**config.mk**
```make
export PLATFORM = sky130hd
export DESIGN_NAME = sdram_seq
export DESIGN_NICKNAME = d
export VERILOG_FILES = /design/src/rtl/sdram_seq_pkg.sv /design/src/rtl/sdram_addr_map.sv /design/src/rtl/sdram_seq_ctrl.sv /design/src/rtl/sdram_rd_pipe.sv /design/src/rtl/sdram_seq.sv
export SDC_FILE = /design/constraint.sdc
export NUM_CORES = 1
export LEC_CHECK = 0
export BUFFER_PORTS_ARGS = -buffer_cell sky130_fd_sc_hd__buf_2
export CAP_MARGIN = 20
export CORE_ASPECT_RATIO = 2
export CORE_MARGIN = 2
export CORE_UTILIZATION = 50
export DETAILED_ROUTE_END_ITERATION = 8
export GPL_ROUTABILITY_DRIVEN = 1
export PLACE_DENSITY = 0.8
export SLEW_MARGIN = 20
export SYNTH_ARGS = -nofsm -noshare
export SYNTH_HDL_FRONTEND = slang
export SYNTH_HIERARCHICAL = 1
export SYNTH_SLANG_ARGS = --single-unit
```
**constraint.sdc**
```tcl
create_clock -name clk -period 2.2 [get_ports clk]
set_input_delay 0.33 -clock clk [delete_from_list [all_inputs] [get_ports clk]]
set_output_delay 0.33 -clock clk [all_outputs]
set_load 0.01 [all_outputs]
```
**src/rtl/sdram_seq_pkg.sv**
```systemverilog
`timescale 1ns/1ps
// Package: shared command encodings and sequencer phases.
// Assumes the usual active-low command pins ordered {cs_n, ras_n, cas_n, we_n}.
package sdram_seq_pkg;

    typedef enum logic [3:0] {
        CMD_NOP   = 4'b0111,
        CMD_ACT   = 4'b0011,
        CMD_READ  = 4'b0101,
        CMD_WRITE = 4'b0100,
        CMD_PRE   = 4'b0010
    } sd_cmd_e;

    typedef enum logic [2:0] {
        PH_IDLE,
        PH_ACT,
        PH_RCD,
        PH_RW,
        PH_PRE,
        PH_RP
    } seq_phase_e;

endpackage

```
**src/rtl/sdram_addr_map.sv**
```systemverilog
`timescale 1ns/1ps
// Module: sdram_addr_map
// Builds the address-pin word from the held flat address and the current
// phase. Assumes the flat address is {bank, row, column}, the bank goes on
// the top pin and the row's top pin doubles as the all-banks precharge flag.
module sdram_addr_map #(
    parameter int ROW_BITS = 11,
    parameter int COL_BITS = 8,
    localparam int ADDR_W  = 1 + ROW_BITS + COL_BITS,
    localparam int PIN_W   = ROW_BITS + 1
) (
    input  logic [ADDR_W-1:0] flat_addr,
    input  logic              is_act,
    input  logic              is_rw,
    input  logic              is_pre,
    output logic [PIN_W-1:0]  pins
);

    logic                bank;
    logic [ROW_BITS-1:0] row;
    logic [COL_BITS-1:0] col;

    // Split the flat address into its three fields.
    assign bank = flat_addr[ADDR_W-1];
    assign row  = flat_addr[ADDR_W-2 -: ROW_BITS];
    assign col  = flat_addr[COL_BITS-1:0];

    // Drive only the fields the current command uses; leave the rest at zero.
    always_comb begin
        pins = '0;
        if (is_act) begin
            pins[PIN_W-1]      = bank;
            pins[ROW_BITS-1:0] = row;
        end else if (is_rw) begin
            pins[PIN_W-1]      = bank;
            pins[COL_BITS-1:0] = col;
        end else if (is_pre) begin
            pins[ROW_BITS-1]   = 1'b1;
        end
    end

endmodule

```
**src/rtl/sdram_seq_ctrl.sv**
```systemverilog
`timescale 1ns/1ps
// Module: sdram_seq_ctrl
// Phase machine for one access: idle, open, row-to-column wait, column
// access, close, recovery. Holds the accepted request until the access ends.
// Assumes T_RCD >= 1 and T_RP >= 1.
module sdram_seq_ctrl
    import sdram_seq_pkg::*;
#(
    parameter int ADDR_W = 20,
    parameter int DATA_W = 16,
    parameter int T_RCD  = 2,
    parameter int T_RP   = 2,
    localparam int T_MAX = (T_RCD > T_RP) ? T_RCD : T_RP,
    localparam int CNT_W = $clog2(T_MAX + 1)
) (
    input  logic              clk,
    input  logic              rst_n,
    input  logic              init_done,
    input  logic              req_valid,
    output logic              req_ready,
    input  logic              req_we,
    input  logic [ADDR_W-1:0] req_addr,
    input  logic [DATA_W-1:0] req_wdata,
    output sd_cmd_e           cmd,
    output logic              is_act,
    output logic              is_rw,
    output logic              is_pre,
    output logic [ADDR_W-1:0] hold_addr,
    output logic [DATA_W-1:0] hold_wdata
);

    seq_phase_e       phase, phase_nx;
    logic [CNT_W-1:0] cnt, cnt_nx;
    logic             hold_we;

    // The port is free only when idle and the device is initialised.
    assign req_ready = init_done && (phase == PH_IDLE);

    // Next phase and gap counter.
    always_comb begin
        phase_nx = phase;
        cnt_nx   = cnt;
        case (phase)
            PH_IDLE: if (req_valid && req_ready) phase_nx = PH_ACT;
            PH_ACT: begin
                if (T_RCD > 1) begin
                    phase_nx = PH_RCD;
                    cnt_nx   = CNT_W'(T_RCD - 1);
                end else begin
                    phase_nx = PH_RW;
                end
            end
            PH_RCD: begin
                if (cnt == CNT_W'(1)) phase_nx = PH_RW;
                else                  cnt_nx   = cnt - CNT_W'(1);
            end
            PH_RW:  phase_nx = PH_PRE;
            PH_PRE: begin
                phase_nx = PH_RP;
                cnt_nx   = CNT_W'(T_RP);
            end
            PH_RP: begin
                if (cnt == CNT_W'(1)) phase_nx = PH_IDLE;
                else                  cnt_nx   = cnt - CNT_W'(1);
            end
            default: phase_nx = PH_IDLE;
        endcase
    end

    // Phase and counter registers.
    always_ff @(posedge clk) begin
        if (!rst_n) begin
            phase <= PH_IDLE;
            cnt   <= '0;
        end else begin
            phase <= phase_nx;
            cnt   <= cnt_nx;
        end
    end

    // Capture the request on acceptance.
    always_ff @(posedge clk) begin
        if (!rst_n) begin
            hold_addr  <= '0;
            hold_we    <= 1'b0;
            hold_wdata <= '0;
        end else if (req_valid && req_ready) begin
            hold_addr  <= req_addr;
            hold_we    <= req_we;
            hold_wdata <= req_wdata;
        end
    end

    // Decode the command for the current phase.
    always_comb begin
        case (phase)
            PH_ACT:  cmd = CMD_ACT;
            PH_RW:   cmd = hold_we ? CMD_WRITE : CMD_READ;
            PH_PRE:  cmd = CMD_PRE;
            default: cmd = CMD_NOP;
        endcase
    end

    assign is_act = (phase == PH_ACT);
    assign is_rw  = (phase == PH_RW);
    assign is_pre = (phase == PH_PRE);

endmodule

```
**src/rtl/sdram_rd_pipe.sv**
```systemverilog
`timescale 1ns/1ps
// Module: sdram_rd_pipe
// Delays a read marker by the CAS latency and captures the data bus when it
// matures. It runs apart from the phase machine, so a return may overlap the
// next access. Assumes CAS_LAT >= 1.
module sdram_rd_pipe #(
    parameter int CAS_LAT = 3,
    parameter int DATA_W  = 16
) (
    input  logic              clk,
    input  logic              rst_n,
    input  logic              rd_issue,
    input  logic [DATA_W-1:0] dq_in,
    output logic              rd_valid,
    output logic [DATA_W-1:0] rd_data
);

    logic [CAS_LAT-1:0] pend;

    // Shift the read marker along one stage per cycle.
    generate
        if (CAS_LAT == 1) begin : g_one
            always_ff @(posedge clk) begin
                if (!rst_n) pend <= '0;
                else        pend <= rd_issue;
            end
        end else begin : g_many
            always_ff @(posedge clk) begin
                if (!rst_n) pend <= '0;
                else        pend <= {pend[CAS_LAT-2:0], rd_issue};
            end
        end
    endgenerate

    // Capture the bus when the marker leaves the last stage.
    always_ff @(posedge clk) begin
        if (!rst_n) begin
            rd_valid <= 1'b0;
            rd_data  <= '0;
        end else begin
            rd_valid <= pend[CAS_LAT-1];
            if (pend[CAS_LAT-1]) rd_data <= dq_in;
        end
    end

endmodule

```
**src/rtl/sdram_seq.sv**
```systemverilog
`timescale 1ns/1ps
// Module: sdram_seq (top)
// Single-request SDRAM sequencer. Each accepted request becomes ACTIVE,
// READ or WRITE, then PRECHARGE of all banks, with counted NOP gaps. Read
// data returns CAS_LAT edges after READ. Assumes the device was initialised
// elsewhere and that init_done reports this.
module sdram_seq
    import sdram_seq_pkg::*;
#(
    parameter int ROW_BITS = 11,
    parameter int COL_BITS = 8,
    parameter int DATA_W   = 16,
    parameter int T_RCD    = 2,
    parameter int T_RP     = 2,
    parameter int CAS_LAT  = 3,
    localparam int ADDR_W  = 1 + ROW_BITS + COL_BITS,
    localparam int PIN_W   = ROW_BITS + 1
) (
    input  logic              clk,
    input  logic              rst_n,
    input  logic              init_done,
    input  logic              req_valid,
    output logic              req_ready,
    input  logic              req_we,
    input  logic [ADDR_W-1:0] req_addr,
    input  logic [DATA_W-1:0] req_wdata,
    output logic              rd_valid,
    output logic [DATA_W-1:0] rd_data,
    output logic              sd_cs_n,
    output logic              sd_ras_n,
    output logic              sd_cas_n,
    output logic              sd_we_n,
    output logic [PIN_W-1:0]  sd_addr,
    output logic [DATA_W-1:0] sd_dq_out,
    output logic              sd_dq_oe,
    input  logic [DATA_W-1:0] sd_dq_in
);

    sd_cmd_e           cmd;
    logic              is_act, is_rw, is_pre;
    logic [ADDR_W-1:0] hold_addr;
    logic [DATA_W-1:0] hold_wdata;

    sdram_seq_ctrl #(
        .ADDR_W(ADDR_W), .DATA_W(DATA_W), .T_RCD(T_RCD), .T_RP(T_RP)
    ) u_ctrl (
        .clk(clk), .rst_n(rst_n), .init_done(init_done),
        .req_valid(req_valid), .req_ready(req_ready), .req_we(req_we),
        .req_addr(req_addr), .req_wdata(req_wdata),
        .cmd(cmd), .is_act(is_act), .is_rw(is_rw), .is_pre(is_pre),
        .hold_addr(hold_addr), .hold_wdata(hold_wdata)
    );

    sdram_addr_map #(
        .ROW_BITS(ROW_BITS), .COL_BITS(COL_BITS)
    ) u_map (
        .flat_addr(hold_addr), .is_act(is_act), .is_rw(is_rw),
        .is_pre(is_pre), .pins(sd_addr)
    );

    sdram_rd_pipe #(
        .CAS_LAT(CAS_LAT), .DATA_W(DATA_W)
    ) u_rd (
        .clk(clk), .rst_n(rst_n), .rd_issue(cmd == CMD_READ),
        .dq_in(sd_dq_in), .rd_valid(rd_valid), .rd_data(rd_data)
    );

    // Command pins and write-data drive.
    assign {sd_cs_n, sd_ras_n, sd_cas_n, sd_we_n} = cmd;
    assign sd_dq_oe  = (cmd == CMD_WRITE);
    assign sd_dq_out = sd_dq_oe ? hold_wdata : '0;

endmodule

```
==> impl_metrics.yaml, run 1 <==
global_route:
  global_route.usage.total: 0.223
  overflow: 0
  first_global_vias: 2404
  wire_length_of_the_first_global_routing_pass_mm: 11.4
  initial_antenna_violation_count: 0
  grt_max_degree: 76
critical_path:
  crit_path_end_kind: "primary output"
  cp_slowest_cell: "sky130_fd_sc_hd__dfxtp_4"
  critical_path_arrival_ps: 1840
  worstReg2RegStart: "u_ctrl/phase[2]"
  endpoint: "sd_dq_out[2]"
  reg2reg_slack_ps: 570
  cp-start-kind: "register"
  cp_common_cell: "sky130_fd_sc_hd__buf_6"
  ff2ff_path_depth: 5
  crit_path_required_time_ps: 1870
  worst_r2r_endpoint: "u_ctrl/hold_addr[1]"
  critPathLaunch: "u_ctrl/phase[2]"
  max_stage_delay_ps: 350
  worstSetupPathType: "reg -> out"
  maximum_fanout_encountered_on_the_critical_timing_path: 8
  crit_path_cell_trace: "nand3b_1, buf_6, nor4b_4, buf_4, buf_8, and2_4, buf_6"
route:
  detail-route-antenna-nets: 0
  routed-via-count: 2616
  postRouteWirelength_mm: 7.51
  drtIter0Drc: 81
  vias_per_cell: 5.45
  drtPass1Iterations: 4
  drc_errors: 0
  routed_wire_length_per_instance_um: 15.7
sta:
  post-route-period-util: 0.986
  fin_worst_skew_ps: 4.93
  final_hold_viol_count: 0
  actual_slew_at_the_worst_max_slew_pin_ps: 603
  layout_setup_ws_ps: 31.5
  achievable_freq_mhz: 461
  slew_headroom: 0.598
  final-max-slew-violation-count: 0
  timing.final.setup_violations: 0
  rsz0062_at_grt: "true"
  final.setup.tns_ps: 0
  min_period_ps: 2170
  whs_ps: 271
synthesis:
  seq_area_frac_synth: 0.406
  postSynthRegisterBits: 62
  ys_async_sr_fraction: 0
  syn_avg_cell_area_um2: 9.90
  synth_cells: 309
  yosysTopAreaCell: "sky130_fd_sc_hd__dfxtp_1"
  syn-cell-area_um2: 3060
  synth-edff-count: 0
  synth_top_cell_area_share: 0.406
  synth_ff_type: "sky130_fd_sc_hd__dfxtp_1"
  synthTopCellsByArea: "sky130_fd_sc_hd__dfxtp_1 41%, sky130_fd_sc_hd__a21boi_0 9.8%, sky130_fd_sc_hd__o21a_1 9.1%"
  synth.yosys.warnings: 6
  mappedNetlistNets: 367
  synth_cell_type_count: 40
placed_design:
  hpwl_after_dpl_mm: 4.97
  io_buffer_count: 106
  routabilityCongestion: 0.784
  placement.setup.worst_slack_ps: 251
  numPlacedInstances: 460
final_layout:
  layout.cells.non_filler: 480
  num_antenna_cells: 0
  syn_to_final_growth_pct: 33.6
  nets: 470
  final_common_cell: "sky130_fd_sc_hd__buf_2"
  leading_cell_types_in_the_layout_fill_and_taps_excluded: "91 x sky130_fd_sc_hd__buf_2, 59 x sky130_fd_sc_hd__dfxtp_1, 40 x sky130_fd_sc_hd__a21boi_0, 37 x sky130_fd_sc_hd__and3_1, 37 x sky130_fd_sc_hd__o21a_1"
  seqCellArea_um2: 1250
  filler_cell_count: 474
  multiInputGateArea_um2: 1640
  drive_gt1_frac: 0.422
clocking:
  cts.sinks: 62
  clock_buffer_depth: 2
  clock_tree.htree_level_count: 3
  clk_pin_slew_worst_paths_ps: 50
  clk_root_buffer_cell: "sky130_fd_sc_hd__clkbuf_16"
  worst_skew_pair.late_latency_ps: 320
  tritoncts: "built"
  total_clock_buffers_created_by_cts: 9
die:
  initial_utilization: 0.514
  die_h_um: 115
  rows: 40
  dieArea_um2: 6800
  die_width_um: 59.3
  io-pin-count: 108
  area_of_the_core_region_um2: 5960
hold_path:
  hold-path-cell-count: 3
  hold_path.class: "in -> reg"
run:
  max_cap_viol_count: 0
power_and_ir_drop:
  leakage_nw: 1.89
  vdd.ir_drop.worst_mv: 0.512
  power-per-cell-area_nw_per_um2: 754
  p_total_mw: 3.08
outcome:
  run_status: "finished, final reports clean"
==> timing repair <==
item,in CTS,in global routing
gates resized for setup,10,34
hold buffers,0,0
setup buffers,1,2
pin swaps,1,13
cloned,1,0
setup endpoints to repair,15,15
==> registers in the layout, summed over array words and instances, names as in the netlist <==
register / count
u_rd/rd_valid: 1
u_rd/pend: 3
u_rd/rd_data: 16
u_ctrl/cnt: 2
u_ctrl/hold_addr: 20
u_ctrl/phase: 3
u_ctrl/hold_wdata: 16
u_ctrl/hold_we: 1
==> Yosys cell counts (2+ instances only) <==
cell type and n:
sky130_fd_sc_hd__dfxtp_1 62, sky130_fd_sc_hd__a21boi_0 40, sky130_fd_sc_hd__and3_1 37, sky130_fd_sc_hd__o21a_1 37, sky130_fd_sc_hd__and2_2 19, sky130_fd_sc_hd__nor2b_1 17
sky130_fd_sc_hd__clkbuf_1 16, sky130_fd_sc_hd__mux2i_1 16, sky130_fd_sc_hd__buf_6 8, sky130_fd_sc_hd__a22o_2 7, sky130_fd_sc_hd__nand2_1 7, sky130_fd_sc_hd__a21oi_1 3
sky130_fd_sc_hd__and2_1 3, sky130_fd_sc_hd__buf_4 3, sky130_fd_sc_hd__o21ai_0 3, sky130_fd_sc_hd__inv_1 2, sky130_fd_sc_hd__nor2_1 2, sky130_fd_sc_hd__nor3b_1 2
sky130_fd_sc_hd__nor3b_2 2, sky130_fd_sc_hd__nor4b_4 2, sky130_fd_sc_hd__o21bai_1 2
==> worst max-delay path, delay by kind of cell (launching register included) <==
family / cells / cell delay [ps]
buffers and inverters: 4 / 570
flip-flops: 1 / 350
AND/OR/NAND/NOR: 3 / 590
==> cells by family (layout without fill, tap and decap cells) <==
| group | Yosys count | after routing | synth area share |
|---|---|---|---|
| compound gates | 97 | 97 | 0.240 |
| xor+xnor | 1 | 1 | 0.00286 |
| buf+inv | 33 | 141 | 0.0699 |
| fa+ha+maj | 1 | 1 | 0.00409 |
| mux | 16 | 16 | 0.0523 |
| flops | 62 | 62 | 0.406 |
| other cells | 1 | 1 | 0.00123 |
| simple gates | 98 | 98 | 0.224 |
==> metrics by stage <==
step	utilization	area, um^2
floorplan	-	3060
global placement	0.600	3570
detailed placement	0.600	3570
CTS	0.663	3950
global route	0.687	4090
finish	0.687	4090
==> worst min path at each step <==
stage                     slack, ps              end         start
final                           270  u_rd/rd_data[0]   sd_dq_in[0]
after floorplan                 410     u_rd/pend[1]  u_rd/pend[0]
after global placement          410     u_rd/pend[1]  u_rd/pend[0]
after CTS                       260  u_rd/rd_data[5]   sd_dq_in[5]
after global routing            300  u_rd/rd_data[8]   sd_dq_in[8]
after detailed placement        430     u_rd/pend[1]  u_rd/pend[0]
==> final cells by class <==
class,instances,share of cell area
Clock buffer,13,0.0661
Multi-Input combinational cell,214,0.400
Inverter,2,0.00184
Timing Repair Buffer,123,0.192
Clock inverter,3,0.0159
Sequential cell,62,0.305
Tap cell,63,0.0193
==> report_power, final <==
| group | leakage, nW | switching [mW] | internal (mW) |
|---|---|---|---|
| registers | 0.505 | 0.0306 | 1.17 |
| logic | 1.22 | 0.168 | 0.161 |
| clock network | 0.166 | 0.469 | 1.08 |
| total | 1.89 | 0.668 | 2.42 |
==> layer usage <==
metal | track usage | vias to the layer above | share of wire
li1 | - | 1291 | -
met1 | 0.229 | 1237 | 0.37
met2 | 0.410 | 76 | 0.57
met3 | 0.0429 | 12 | 0.036
met4 | 0.109 | 0 | 0.019
met5 | 0 | - | 0
(Power assumes the default switching activity.)
==> inputs of run 2 (changes only) <==
- ABC_AREA: not set -> 1
- CORE_UTILIZATION: 50 -> 49
- SLEW_MARGIN: 20 -> not set
- TNS_END_PERCENT: not set -> 1
==> impl_metrics.yaml, run 2 <==
sta:
  final.setup.tns_ps: 0
  final-max-slew-violation-count: 0
  slew_headroom: 0.544
  achievable_freq_mhz: 485
  actual_slew_at_the_worst_max_slew_pin_ps: 681
  fin_worst_skew_ps: 4.64
  min_period_ps: 2060
  post-route-period-util: 0.937
  layout_setup_ws_ps: 139
  timing.final.setup_violations: 0
  final_hold_viol_count: 0
  rsz0062_at_grt: "false"
die:
  dieArea_um2: 6400
  io-pin-count: 108
  area_of_the_core_region_um2: 5610
  die_width_um: 57.6
  die_h_um: 111
  rows: 39
  initial_utilization: 0.501
critical_path:
  cp-start-kind: "register"
  worstReg2RegStart: "u_ctrl/phase[0]"
  crit_path_end_kind: "primary output"
  crit_path_required_time_ps: 1870
  worstSetupPathType: "reg -> out"
  critical_path_arrival_ps: 1730
  critPathLaunch: "u_ctrl/phase[0]"
  maximum_fanout_encountered_on_the_critical_timing_path: 17
route:
  vias_per_cell: 4.61
  postRouteWirelength_mm: 6.02
  routed_wire_length_per_instance_um: 10.4
  detail-route-antenna-nets: 0
  drc_errors: 0
  drtIter0Drc: 137
  drtPass1Iterations: 4
  routed-via-count: 2671
synthesis:
  mappedNetlistNets: 468
  synth_ff_type: "sky130_fd_sc_hd__dfxtp_1"
  postSynthRegisterBits: 62
  syn-cell-area_um2: 2810
  synth_cell_type_count: 23
  post_synth_most_frequent_cells: "142 x sky130_fd_sc_hd__nand2_1, 62 x sky130_fd_sc_hd__dfxtp_1, 57 x sky130_fd_sc_hd__inv_1"
  seq_area_frac_synth: 0.441
  synthTopCellsByArea: "sky130_fd_sc_hd__dfxtp_1 44%, sky130_fd_sc_hd__nand2_1 19%, sky130_fd_sc_hd__inv_1 7.6%"
  synth_top_cell_area_share: 0.441
  synth.yosys.warnings: 6
  synth_cells: 410
  ys_async_sr_fraction: 0
  synth_most_common_cell: "sky130_fd_sc_hd__nand2_1"
  syn_avg_cell_area_um2: 6.86
  synth-edff-count: 0
  yosysTopAreaCell: "sky130_fd_sc_hd__dfxtp_1"
global_route:
  global_route.usage.total: 0.196
  grt_max_degree: 40
  overflow: 0
  initial_antenna_violation_count: 0
  first_global_vias: 2335
  wire_length_of_the_first_global_routing_pass_mm: 9.98
placed_design:
  routabilityCongestion: 0.854
  hpwl_after_dpl_mm: 4.03
  placement.setup.worst_slack_ps: 373
  io_buffer_count: 106
run:
  max_cap_viol_count: 0
clocking:
  clk_pin_slew_worst_paths_ps: 50
  postCtsHoldBufs: 0
  cts.sinks: 62
  clock_buffer_depth: 2
  tritoncts: "built"
  clock_tree.htree_level_count: 3
  worst_skew_pair.late_latency_ps: 320
  clk_root_buffer_cell: "sky130_fd_sc_hd__clkbuf_16"
  total_clock_buffers_created_by_cts: 9
power_and_ir_drop:
  power.share.sequential: 0.375
  power-per-cell-area_nw_per_um2: 977
  internal-power_mw: 2.46
  vdd.ir_drop.worst_mv: 0.951
  p_sw_mw: 1.07
  leakage_nw: 1.83
  share_comb_of_total_power: 0.232
  clock_power_share: 0.393
  switching_part_of_the_total: 0.303
final_layout:
  leading_cell_types_in_the_layout_fill_and_taps_excluded: "141 x sky130_fd_sc_hd__nand2_1, 106 x sky130_fd_sc_hd__buf_2, 59 x sky130_fd_sc_hd__dfxtp_1, 56 x sky130_fd_sc_hd__inv_1, 48 x sky130_fd_sc_hd__nor2_1"
  largest_register_ff_count: 20
  num_antenna_cells: 0
  syn_to_final_growth_pct: 28.6
  drive_gt1_frac: 0.295
  layout_top_registers: "u_ctrl/hold_addr (20), u_ctrl/hold_wdata (16), u_rd/rd_data (16)"
  nets: 571
  max_flop_register: "u_ctrl/hold_addr"
  final_common_cell: "sky130_fd_sc_hd__nand2_1"
hold_path:
  hp-start: "req_addr[4]"
  hold_path.class: "in -> reg"
outcome:
  run_status: "finished, final reports clean"
## run 2: timing repair
item                       CTS  global route
buffers inserted             0             0
setup endpoints to repair    0            17
resized for setup            0             9
## run 2: metrics by stage
| stage | cells | utilization | hold slack [ps] | total power, mW | instance area, um^2 |
|---|---|---|---|---|---|
| CTS | 579 | 0.640 | 245 | 3.53 | 3590 |
| detailed placement | 563 | 0.586 | 396 | 2.12 | 3290 |
| floorplan | 410 | - | 386 | 1.93 | 2810 |
| global placement | 563 | 0.586 | 390 | 2.11 | 3290 |
| finish | 579 | 0.645 | 253 | 3.53 | 3620 |
| global route | 579 | 0.645 | 257 | 3.74 | 3620 |
## run 2: path summary, 6_finish.rpt
path / end / slack (ps) / cells past startpoint
worst min-delay path: u_ctrl/hold_addr[4] / 250 / 3
worst max register to register: u_ctrl/hold_addr[1] / 580 / 6
worst min register to register: u_rd/pend[1] / 400 / 2
worst max-delay path: sd_dq_out[10] / 140 / 9
## run 2: kinds of logic after synthesis
group                      synth area share
DFF                                   0.441
buffers and inverters                 0.140
and+or+nand+nor                       0.335
AOI/OAI and AO/OA                    0.0783
adders and majority gates           0.00445
other                               0.00133
## run 2: metal layers
metal	up-vias	share of wire	global-route usage	wire length (um)
met1	1145	0.42	0.243	2550
met5	-	0	0	0
met3	9	0.073	0.0572	439
li1	1431	-	-	-
met4	0	0.014	0.0791	83
met2	86	0.49	0.311	2940
## run 2: power by group through the flow
| stage | clock [mW] | combinational (mW) | sequential (mW) |
|---|---|---|---|
| floorplan | 0 | 0.606 | 1.32 |
| global placement | 0 | 0.775 | 1.33 |
| detailed placement | 0 | 0.788 | 1.34 |
| CTS | 1.42 | 0.795 | 1.31 |
| global route | 1.47 | 0.929 | 1.34 |
| finish | 1.39 | 0.820 | 1.33 |
## run 2: cell type report
cell class / instances / area (um^2)
clock buffers: 13 / 260
clock inverters: 3 / 42.5
fillers: 522 / 1990
inverters: 57 / 214
multi-input cells: 271 / 1210
flip-flops and latches: 62 / 1240
well taps: 61 / 76.3
repair buffers: 112 / 576
## run 2: worst max-delay path: stages (launching register included)
cell and delay, ps:
sky130_fd_sc_hd__dfxtp_2 410, sky130_fd_sc_hd__nor2_2 70, sky130_fd_sc_hd__nand2_2 120, sky130_fd_sc_hd__nand2_1 80, sky130_fd_sc_hd__inv_1 120, sky130_fd_sc_hd__inv_1 80
sky130_fd_sc_hd__nor2_4 150, sky130_fd_sc_hd__nand2_8 130, sky130_fd_sc_hd__nor2_1 110, sky130_fd_sc_hd__buf_2 140
